$ cat config.mk
export PLATFORM = sky130hd
export DESIGN_NAME = irq_nest_ctrl
export DESIGN_NICKNAME = d
export VERILOG_FILES = /design/src/rtl/irq_nest_pkg.sv /design/src/rtl/irq_nest_arb.sv /design/src/rtl/irq_nest_stack.sv /design/src/rtl/irq_nest_ctrl.sv
export SDC_FILE = /design/constraint.sdc
export NUM_CORES = 2
export LEC_CHECK = 0
export BUFFER_PORTS_ARGS = -buffer_cell sky130_fd_sc_hd__buf_2
export CORE_ASPECT_RATIO = 0.8
export CORE_UTILIZATION = 35
export DETAILED_ROUTE_END_ITERATION = 10
export GPL_ROUTABILITY_DRIVEN = 0
export MAX_ROUTING_LAYER = met4
export PLACE_DENSITY = 0.56
export SLEW_MARGIN = 20
export SYNTH_ARGS = -nofsm -noshare
export SYNTH_HDL_FRONTEND = slang
export SYNTH_SLANG_ARGS = --single-unit
$ cat constraint.sdc
create_clock -name clk_i -period 225.9 [get_ports clk_i]
set_input_delay 33.885 -clock clk_i [delete_from_list [all_inputs] [get_ports clk_i]]
set_output_delay 33.885 -clock clk_i [all_outputs]
set_load 0.01 [all_outputs]
$ cat src/rtl/irq_nest_pkg.sv
package irq_nest_pkg;
  localparam int unsigned PRIO_W = 4;
  typedef logic [PRIO_W-1:0] prio_t;

  typedef enum logic [2:0] {
    RG_EN_SET = 3'd0,
    RG_EN_CLR = 3'd1,
    RG_PD_SET = 3'd2,
    RG_PD_CLR = 3'd3,
    RG_ACT    = 3'd4
  } reg_grp_e;

  localparam logic [7:0] GROUP_ADDR = 8'h20;
  localparam logic [7:0] PRIO_BASE  = 8'h40;

  // preemption bits of the nibble, taken from the top
  function automatic prio_t pre_mask(input logic [2:0] grp);
    case (grp)
      3'd7:    return 4'b0000;
      3'd6:    return 4'b1000;
      3'd5:    return 4'b1100;
      3'd4:    return 4'b1110;
      default: return 4'b1111;
    endcase
  endfunction
endpackage

$ cat src/rtl/irq_nest_arb.sv
module irq_nest_arb
  import irq_nest_pkg::*;
#(
  parameter int unsigned N_SRC = 60,
  localparam int unsigned IDW  = $clog2(N_SRC)
) (
  input  logic [N_SRC-1:0]        cand_i,
  input  prio_t [N_SRC-1:0]       prio_i,
  output logic                    valid_o,
  output logic [IDW-1:0]          id_o,
  output prio_t                   prio_o
);
  // full nibble order equals (preemption, sub) order; strict < keeps lowest index
  always_comb begin
    valid_o = 1'b0;
    id_o    = '0;
    prio_o  = '1;
    for (int i = 0; i < int'(N_SRC); i++) begin
      if (cand_i[i] && (!valid_o || prio_i[i] < prio_o)) begin
        valid_o = 1'b1;
        id_o    = IDW'(i);
        prio_o  = prio_i[i];
      end
    end
  end
endmodule

$ cat src/rtl/irq_nest_stack.sv
module irq_nest_stack #(
  parameter int unsigned DEPTH = 16,
  parameter int unsigned W     = 6,
  localparam int unsigned CW   = $clog2(DEPTH + 1),
  localparam int unsigned IW   = $clog2(DEPTH)
) (
  input  logic          clk_i,
  input  logic          rst_ni,
  input  logic          push_i,
  input  logic          pop_i,
  input  logic [W-1:0]  push_id_i,
  output logic [W-1:0]  top_o,
  output logic          empty_o,
  output logic          full_o,
  output logic [CW-1:0] cnt_o
);
  logic [W-1:0]  mem_q [DEPTH];
  logic [CW-1:0] cnt_q;

  assign empty_o = (cnt_q == '0);
  assign full_o  = (cnt_q == CW'(DEPTH));
  assign cnt_o   = cnt_q;
  assign top_o   = mem_q[IW'(cnt_q - CW'(1))];

  always_ff @(posedge clk_i or negedge rst_ni) begin
    if (!rst_ni) begin
      cnt_q <= '0;
    end else if (push_i && !full_o) begin
      cnt_q <= cnt_q + CW'(1);
    end else if (pop_i && !empty_o) begin
      cnt_q <= cnt_q - CW'(1);
    end
  end

  always_ff @(posedge clk_i) begin
    if (push_i && !full_o) mem_q[IW'(cnt_q)] <= push_id_i;
  end
endmodule

$ cat src/rtl/irq_nest_ctrl.sv
module irq_nest_ctrl
  import irq_nest_pkg::*;
#(
  parameter int unsigned N_SRC      = 60,
  parameter int unsigned NEST_DEPTH = 16,
  localparam int unsigned IDW       = $clog2(N_SRC),
  localparam int unsigned NWORD     = (N_SRC + 31) / 32,
  localparam int unsigned PADW      = NWORD * 32,
  localparam int unsigned CW        = $clog2(NEST_DEPTH + 1)
) (
  input  logic             clk_i,
  input  logic             rst_ni,
  input  logic [N_SRC-1:0] irq_i,
  input  logic             wr_en_i,
  input  logic [7:0]       addr_i,
  input  logic [31:0]      wdata_i,
  output logic [31:0]      rdata_o,
  output logic             take_o,
  output logic [IDW-1:0]   take_id_o,
  input  logic             eoi_i
);
  logic [N_SRC-1:0] en_q, pend_q, act_q, irq_q;
  logic [N_SRC-1:0] wbit, take_vec, pop_vec;
  prio_t [N_SRC-1:0] prio_q;
  logic [2:0]       grp_q;
  reg_grp_e         grp_sel;
  logic             lo_wr;

  assign grp_sel = reg_grp_e'(addr_i[4:2]);
  assign lo_wr   = wr_en_i && (addr_i[7:5] == 3'd0);

  // arbitration
  logic             arb_valid;
  prio_t            arb_prio;
  logic [IDW-1:0]   top_id;
  logic             stk_empty, stk_full;
  logic [CW-1:0]    stk_cnt;
  prio_t            mask;
  logic [4:0]       run_lvl;

  irq_nest_arb #(.N_SRC(N_SRC)) i_arb (
    .cand_i  (pend_q & en_q & ~act_q),
    .prio_i  (prio_q),
    .valid_o (arb_valid),
    .id_o    (take_id_o),
    .prio_o  (arb_prio)
  );

  assign mask    = pre_mask(grp_q);
  assign run_lvl = stk_empty ? 5'h10 : {1'b0, prio_q[top_id] & mask};
  assign take_o  = arb_valid && !eoi_i && !stk_full &&
                   ({1'b0, arb_prio & mask} < run_lvl);

  irq_nest_stack #(.DEPTH(NEST_DEPTH), .W(IDW)) i_stack (
    .clk_i     (clk_i),
    .rst_ni    (rst_ni),
    .push_i    (take_o),
    .pop_i     (eoi_i),
    .push_id_i (take_id_o),
    .top_o     (top_id),
    .empty_o   (stk_empty),
    .full_o    (stk_full),
    .cnt_o     (stk_cnt)
  );

  // per-source state
  for (genvar i = 0; i < int'(N_SRC); i++) begin : g_src
    assign wbit[i]     = lo_wr && (addr_i[1:0] == 2'(i / 32)) && wdata_i[i % 32];
    assign take_vec[i] = take_o && (take_id_o == IDW'(i));
    assign pop_vec[i]  = eoi_i && !stk_empty && (top_id == IDW'(i));

    always_ff @(posedge clk_i or negedge rst_ni) begin
      if (!rst_ni) begin
        en_q[i]   <= 1'b0;
        pend_q[i] <= 1'b0;
        act_q[i]  <= 1'b0;
        irq_q[i]  <= 1'b0;
        prio_q[i] <= '0;
      end else begin
        irq_q[i] <= irq_i[i];
        if (wbit[i] && grp_sel == RG_EN_SET) en_q[i] <= 1'b1;
        else if (wbit[i] && grp_sel == RG_EN_CLR) en_q[i] <= 1'b0;
        // a new event wins over any clear in the same cycle
        if ((irq_i[i] && !irq_q[i]) || (wbit[i] && grp_sel == RG_PD_SET)) pend_q[i] <= 1'b1;
        else if (take_vec[i] || (wbit[i] && grp_sel == RG_PD_CLR)) pend_q[i] <= 1'b0;
        if (take_vec[i]) act_q[i] <= 1'b1;
        else if (pop_vec[i]) act_q[i] <= 1'b0;
        if (wr_en_i && addr_i == PRIO_BASE + 8'(i)) prio_q[i] <= wdata_i[7:4];
      end
    end
  end

  always_ff @(posedge clk_i or negedge rst_ni) begin
    if (!rst_ni) grp_q <= '0;
    else if (wr_en_i && addr_i == GROUP_ADDR) grp_q <= wdata_i[2:0];
  end

  // read path
  logic [NWORD-1:0][31:0] en_w, pend_w, act_w;
  assign en_w   = PADW'(en_q);
  assign pend_w = PADW'(pend_q);
  assign act_w  = PADW'(act_q);

  always_comb begin
    rdata_o = '0;
    if (addr_i[7:5] == 3'd0) begin
      for (int k = 0; k < int'(NWORD); k++) begin
        if (addr_i[1:0] == 2'(k)) begin
          case (grp_sel)
            RG_EN_SET, RG_EN_CLR: rdata_o = en_w[k];
            RG_PD_SET, RG_PD_CLR: rdata_o = pend_w[k];
            RG_ACT:               rdata_o = act_w[k];
            default:              rdata_o = '0;
          endcase
        end
      end
    end else if (addr_i == GROUP_ADDR) begin
      rdata_o = {29'd0, grp_q};
    end else if (addr_i >= PRIO_BASE && (addr_i - PRIO_BASE) < 8'(N_SRC)) begin
      rdata_o = {24'd0, prio_q[IDW'(addr_i - PRIO_BASE)], 4'd0};
    end
  end
endmodule

* After elaboration in Yosys (flattened, before gate mapping)
Memory sizes are Yosys's and may differ from the RTL's.
Index checks and enable logic that the tools add are counted.
** Storage, ports and cells
- Bits in registers :: 488
- Latch bits :: 0
- RAM bits :: 96
- Memory bits (read-only) :: 0
- Input bits :: 104
- Output and inout port bits :: 39
- Word-level logic and storage cells :: 2219
- Memories kept :: 1
** Memory list
- i_stack.mem_q :: words 16, width 6, rd ports 1, clocked after Yosys merged registers in 0, write ports 1, RTL line irq_nest_stack.sv:17 : logic [W-1:0] mem_q [DEPTH];
** Cells by class
- Add/sub/neg operators :: 3
- Multiply operators :: 0
- Divide/modulo/power cells :: 0
- Magnitude comparators :: 64
- Equality and inequality tests :: 189
- Shift-type cells :: 0
- Multiplexer cells :: 556
- Bitwise operators :: 5
- Reduce and logical (&&, ||, !) cells :: 1099
** Operators by type and width (count)
- 1-bit logical AND :: 609
- 8-bit by 7-bit == test with 1-bit output, second input constant :: 60
- 1-bit 2-to-1 mux :: 423
- 2-bit nonzero test :: 181
- 6-bit == test, second input constant :: 56
- 4-bit 2-to-1 mux :: 70
- 4-bit < comparator :: 59
- 6-bit by 5-bit == test with 1-bit output, second input constant :: 32
- 1-bit logical OR :: 179
- 6-bit 2-to-1 mux :: 28
- 1-bit logical NOT :: 122
- 60-bit AND :: 2
- 6-bit by 4-bit == test with 1-bit output, second input constant :: 16
- 32-bit 2-to-1 mux :: 3
- 32-bit one-hot mux with 3 select lines :: 1
- 5-bit 2-to-1 mux :: 19
- 28-bit one-hot mux with 3 select lines :: 1
- 60-bit NOT :: 1
- 4-bit binary-select mux with 6-bit select :: 2
- 6-bit by 3-bit == test with 1-bit output, second input constant :: 8
- 6-bit by 2-bit == test with 1-bit output, second input constant :: 4
- 8-bit 2-to-1 mux :: 2
- 4-bit one-hot mux with 4 select lines :: 1
- 3-bit == test, second input constant :: 5
- 21 further kinds :: 32

* Logic depth before layout (Yosys ltp)
- Depth after elaboration :: 246
- Mapped depth :: 493
- Depth with buffers taken out :: 465

* Hierarchy
Synthesis repeated with hierarchy kept, for this count alone.
** Unflattened totals
- Cells, all modules :: 4958
- Area total of the unflattened synthesis :: 46195.6 µm²
** By module, submodules not included
- irq_nest_ctrl :: instances 1, cells each 2393, area each 26304.0 µm², seq. area each 12086.6 µm²
- irq_nest_arb :: instances 1, cells each 2289, area each 15596.2 µm², seq. area each 0.0 µm²
- irq_nest_stack :: instances 1, cells each 276, area each 4295.4 µm², seq. area each 3007.9 µm²

* Least setup slack after synthesis
No wires, ideal clock.
- Kind :: reg2out
- Start point :: register act_q[0]
- End point :: output port take_o
- Arrival :: 80575 ps
- Required time :: 192015 ps
- Setup slack :: 111440 ps
- Cell stages (with the launch flop) :: 444
- Path buffers :: 26
- Cell sequence :: dfrtp_1 > nand3b_4 > nor2_1 > ha_1 > and3b_1 > o21ai_1 > o211ai_1 > nand2_1 > o21ai_0 > ha_1 > a21boi_1 > o21ai_0 > o22ai_1 > a21oi_2 > o21ai_0 > inv_1 > ha_1 > o311ai_0 > [408 not listed] > clkbuf_1 > mux2i_1 > ha_1 > a2111oi_0 > a21oi_1 > or2_1 > buf_6 > mux2_1 > a21oi_1 > ha_1 > a21o_1 > a21oi_1 > a21oi_1 > a2111oi_0 > nand2_1 > a211oi_2 > nor2_8 > inv_2
** Between the ends
- Cells in the longest elaborated chain, start to end :: 242
- Elaborated cells between the ends (all ways) :: 363
- Those cells by class :: order compare: 60; mux: 120; bitwise: 3; reduce/logical: 180
** Ends and longest elaborated chain
- start, declared :: RTL line irq_nest_ctrl.sv:22 : logic [N_SRC-1:0] en_q, pend_q, act_q, irq_q;
- start signal, assigned by index :: RTL line irq_nest_ctrl.sv:76 : act_q[i] <= 1'b0;
- start signal, assigned by index :: RTL line irq_nest_ctrl.sv:86 : if (take_vec[i]) act_q[i] <= 1'b1;
- start signal, assigned by index :: RTL line irq_nest_ctrl.sv:87 : else if (pop_vec[i]) act_q[i] <= 1'b0;
- 60-bit NOT * :: RTL line irq_nest_ctrl.sv:42 : .cand_i (pend_q & en_q & ~act_q),
- 60-bit AND * :: RTL line irq_nest_ctrl.sv:42
- 4-bit 2-to-1 mux / 1-bit 2-to-1 mux (equally long branches) :: RTL line irq_nest_arb.sv:19 : if (cand_i[i] && (!valid_o || prio_i[i] < prio_o)) begin
- 4-bit < comparator / 1-bit logical NOT (equally long branches) :: RTL line irq_nest_arb.sv:19
- 1-bit logical OR :: RTL line irq_nest_arb.sv:19
- 1-bit logical AND :: RTL line irq_nest_arb.sv:19
- 4-bit 2-to-1 mux / 1-bit 2-to-1 mux (equally long branches) :: RTL line irq_nest_arb.sv:19
- 4-bit < comparator / 1-bit logical NOT (equally long branches) :: RTL line irq_nest_arb.sv:19
- [226 not listed]
- 4-bit 2-to-1 mux / 1-bit 2-to-1 mux (equally long branches) :: RTL line irq_nest_arb.sv:19
- 4-bit < comparator / 1-bit logical NOT (equally long branches) :: RTL line irq_nest_arb.sv:19
- 1-bit logical OR :: RTL line irq_nest_arb.sv:19
- 1-bit logical AND :: RTL line irq_nest_arb.sv:19
- 4-bit 2-to-1 mux / 1-bit 2-to-1 mux (equally long branches) :: RTL line irq_nest_arb.sv:19
- 4-bit AND / 1-bit logical AND (equally long branches) :: RTL line irq_nest_ctrl.sv:52, irq_nest_ctrl.sv:51
- 4-bit by 5-bit < comparator with 1-bit output / 1-bit logical AND (equally long branches) :: RTL line irq_nest_ctrl.sv:52, irq_nest_ctrl.sv:51
- 1-bit logical AND * :: RTL line irq_nest_ctrl.sv:51 : assign take_o = arb_valid && !eoi_i && !stk_full &&
- end, declared :: RTL line irq_nest_ctrl.sv:18 : output logic take_o,
Mark *: on every way between the ends. The rest lies on a longest branch, timed or not.

* Final worst setup path
- Start point :: register pend_q[0]
- End point :: output port take_o
** Between the ends
- Cells in the longest elaborated chain, start to end :: 242
- Elaborated cells between the ends (all ways) :: 363
- Those cells by class :: order compare: 60; mux: 120; bitwise: 3; reduce/logical: 180
** Ends and longest elaborated chain
- start, declared :: RTL line irq_nest_ctrl.sv:22
- start signal, assigned by index :: RTL line irq_nest_ctrl.sv:75 : pend_q[i] <= 1'b0;
- start signal, assigned by index :: RTL line irq_nest_ctrl.sv:84 : if ((irq_i[i] && !irq_q[i]) || (wbit[i] && grp_sel == RG_PD_SET)) pend_q[i] <= 1'b1;
- start signal, assigned by index :: RTL line irq_nest_ctrl.sv:85 : else if (take_vec[i] || (wbit[i] && grp_sel == RG_PD_CLR)) pend_q[i] <= 1'b0;
- 60-bit AND * (2 in series) :: RTL line irq_nest_ctrl.sv:42
- 4-bit 2-to-1 mux / 1-bit 2-to-1 mux (equally long branches) :: RTL line irq_nest_arb.sv:19
- 4-bit < comparator / 1-bit logical NOT (equally long branches) :: RTL line irq_nest_arb.sv:19
- 1-bit logical OR :: RTL line irq_nest_arb.sv:19
- 1-bit logical AND :: RTL line irq_nest_arb.sv:19
- 4-bit 2-to-1 mux / 1-bit 2-to-1 mux (equally long branches) :: RTL line irq_nest_arb.sv:19
- 4-bit < comparator / 1-bit logical NOT (equally long branches) :: RTL line irq_nest_arb.sv:19
- 1-bit logical OR :: RTL line irq_nest_arb.sv:19
- [225 not listed]
- 4-bit 2-to-1 mux / 1-bit 2-to-1 mux (equally long branches) :: RTL line irq_nest_arb.sv:19
- 4-bit < comparator / 1-bit logical NOT (equally long branches) :: RTL line irq_nest_arb.sv:19
- 1-bit logical OR :: RTL line irq_nest_arb.sv:19
- 1-bit logical AND :: RTL line irq_nest_arb.sv:19
- 4-bit 2-to-1 mux / 1-bit 2-to-1 mux (equally long branches) :: RTL line irq_nest_arb.sv:19
- 4-bit AND / 1-bit logical AND (equally long branches) :: RTL line irq_nest_ctrl.sv:52, irq_nest_ctrl.sv:51
- 4-bit by 5-bit < comparator with 1-bit output / 1-bit logical AND (equally long branches) :: RTL line irq_nest_ctrl.sv:52, irq_nest_ctrl.sv:51
- 1-bit logical AND * :: RTL line irq_nest_ctrl.sv:51
Marks and branches as above.

==> results.tsv <==
metric	value	unit
ys_seq_area_share	33.1	%
fin_crit_sh	56.3	%
cp.required	192.01	ns
ys_warn_count	0	
yosysTopAreaCellShare	26.8	%
io_pins	143	
crit_top_cell	ha_1	
cts_made_buffers	61	
floorplan.rows	117	
clk_pin_slew	0.07	ns
vias	41731	
syn_nets	5106	
dieArea	0.132	mm^2
synthArstFlopShare	83.6	%
coreArea	0.128	mm^2
vias_per_cell	6.26	
setup_viol	0	
clk_latency	0.69	ns
crit_path_end_kind	primary output	
synth_area_leaders	dfrtp_1, edfxtp_1, mux2_2	
synth_ff_type	dfrtp_1	
ctsHoldBuffers	0	
rsz0062_at_grt	false	
areaGrowthSynthToFinish	8.01	%
setup_tns	0	ns
grt_first_pass_wirelength	259	mm
path_class	reg2out	
grt_use_total	26.8	%
drtAntennaViolNets	0	
syn-cell-area	0.0455	mm^2
synth.distinct_cells	192	
max_freq	7.86	MHz
final_layout_size_suffix_gt1_share	20.7	%
drt_iter0_markers	5977	
crit_slowest_cell	a211oi_2	
synth_area_leader_cell	dfrtp_1	
ctsHtreeMaxLevel	2	
cts_sinks	584	
die_w	405	um
critPathMaxFanout	19	
totalWireLength	176	mm
grt_max_degree	73	
maxCapViolations	0	
dr.pass1.iters	6	
period_needed	127.25	ns
wl_per_cell	26.4	um
fin_nets	5060	
clockBufferDepth	3	
synth_edf_count	96	
grt.overflow.total	0	
root_buffer	clkbuf_16	
cts_resized	0	
route.detailed.drc	0	
slowest_delay	0.77	ns
synthCells	4932	
final-max-slew-violation-count	0	
worst_pin_slew	1.19	ns
hold_viol	0	
start_util	35.6	%
cts_tree	yes	
maxSlewHeadroom	19.7	%
dp_hpwl	132	mm
post_cts_buffers	0	
first_global_vias	38010	
antenna_found_initial	10	
min_path_type	reg2reg	
worst_ep_arrival_time	93.36	ns
worstSetupStartpointType	flip-flop	
nFillCells	12850	
port_buffers	142	
syn_avg_cell_area	9.23	um^2
finClkSkew	0.0218	ns
die_h	325	um
ys_seq_elements	584	
run_status	complete, no violations	
[stage by stage]
stage	cell area (um^2)	hold WS, ns	utilization [%]	setup slack [ns]	std cells
global route	49200	0.559	38.4	90.98	6665
CTS	49200	0.510	38.4	99.97	6663
finish	49200	0.511	38.4	98.65	6671
floorplan	45500	0.464	-	111.44	4932
detailed placement	46900	0.495	36.7	100.93	6548
global placement	46900	0.484	36.7	103.62	6548
[critical path: cells and delay by family, from the launching register on]
kind | cells | cell delay, ns
DFF | 1 | 0.47
AOI/OAI and AO/OA | 182 | 41.47
and+or+nand+nor | 131 | 23.60
adders and majority gates | 60 | 17.89
buffers and inverters | 25 | 1.99
muxes | 27 | 7.20
[sequential cells by signal, indices dropped and copies added, names as in the netlist]
register	count
prio_q	240
i_stack.mem_q	96
act_q	60
en_q	60
irq_q	60
pend_q	60
i_stack.cnt_o	5
grp_q	3
[final cells by class]
| cell class | count | area, um^2 | share of cell area (%) |
|---|---|---|---|
| antenna | 8 | 20.0 | 0.0407 |
| clock inverter | 43 | 583 | 1.19 |
| tap | 1725 | 2160 | 4.39 |
| clock buffer | 72 | 1640 | 3.33 |
| inverter | 164 | 616 | 1.25 |
| multi-input combinational | 3882 | 28000 | 56.9 |
| sequential | 584 | 15100 | 30.7 |
| timing repair buffer | 193 | 1110 | 2.26 |
[placed cells by master (no fill, tap or decap), types with 62 or more instances in the layout]
cell type,Yosys,layout
o21ai_1,77,77
mux2_2,213,213
dfrtp_1,488,487
mux4_2,103,101
nor2b_1,78,77
a31oi_1,109,109
ha_1,70,70
o21ai_0,332,332
a21oi_1,407,407
nor3_1,65,64
clkbuf_16,0,62
mux2i_1,185,185
nand3_1,79,79
edfxtp_1,96,96
a211oi_1,123,123
nand2_1,523,523
buf_2,7,137
nor2_1,395,389
inv_1,162,162
[synth_stat cells (30+ instances only)]
cell type    n
edfxtp_1    96
a211oi_1   123
nor3_1      65
nand2_1    523
nor2b_1     78
buf_1       37
mux2_2     213
inv_1      162
o211ai_1    50
a31oi_1    109
ha_1        70
mux2i_1    185
a21o_1      34
o21ai_1     77
mux4_2     103
or2_2       34
a21oi_1    407
nand2b_1    45
nand3_1     79
o21ai_0    332
o21ai_2     30
buf_6       30
clkbuf_1   152
dfrtp_1    488
nor2_1     395
nand3b_1    50
[per-layer routing]
metal	routed length [um]	track usage, %
met5	0	-
met4	5150	7.01
met3	21300	6.74
met2	70100	35.1
met1	79800	40.0
[cells by family after synthesis]
kind of cell,synth area share (%)
DFF,33.1
muxes,15.7
buffers and inverters,5.60
AOI/OAI and AO/OA,25.2
xor gates and xnor gates,0.673
and+or+nand+nor,17.0
adders and majority gates,2.62
[path summary, 6_finish.rpt]
check	startpoint	to	slack, ns	depth (start not counted)
min reg2reg	en_q[55]$_DFFE_PN0P_	en_q[55]$_DFFE_PN0P_	0.51	2
min	en_q[55]$_DFFE_PN0P_	en_q[55]$_DFFE_PN0P_	0.51	2
min in group asynchronous	rst_ni	prio_q[161]$_DFFE_PN0P_	33.15	1
max	pend_q[0]$_DFFE_PN0P_	take_o	98.65	425
max reg2reg	pend_q[0]$_DFFE_PN0P_	i_stack.mem_q[3][4]$_DFFE_PP_	131.99	426
max in group asynchronous	rst_ni	prio_q[88]$_DFFE_PN0P_	190.51	3
Power is left out: the tool's default activity adds up to more than one toggle a clock period on the data nets, which glitch-free logic cannot reach.
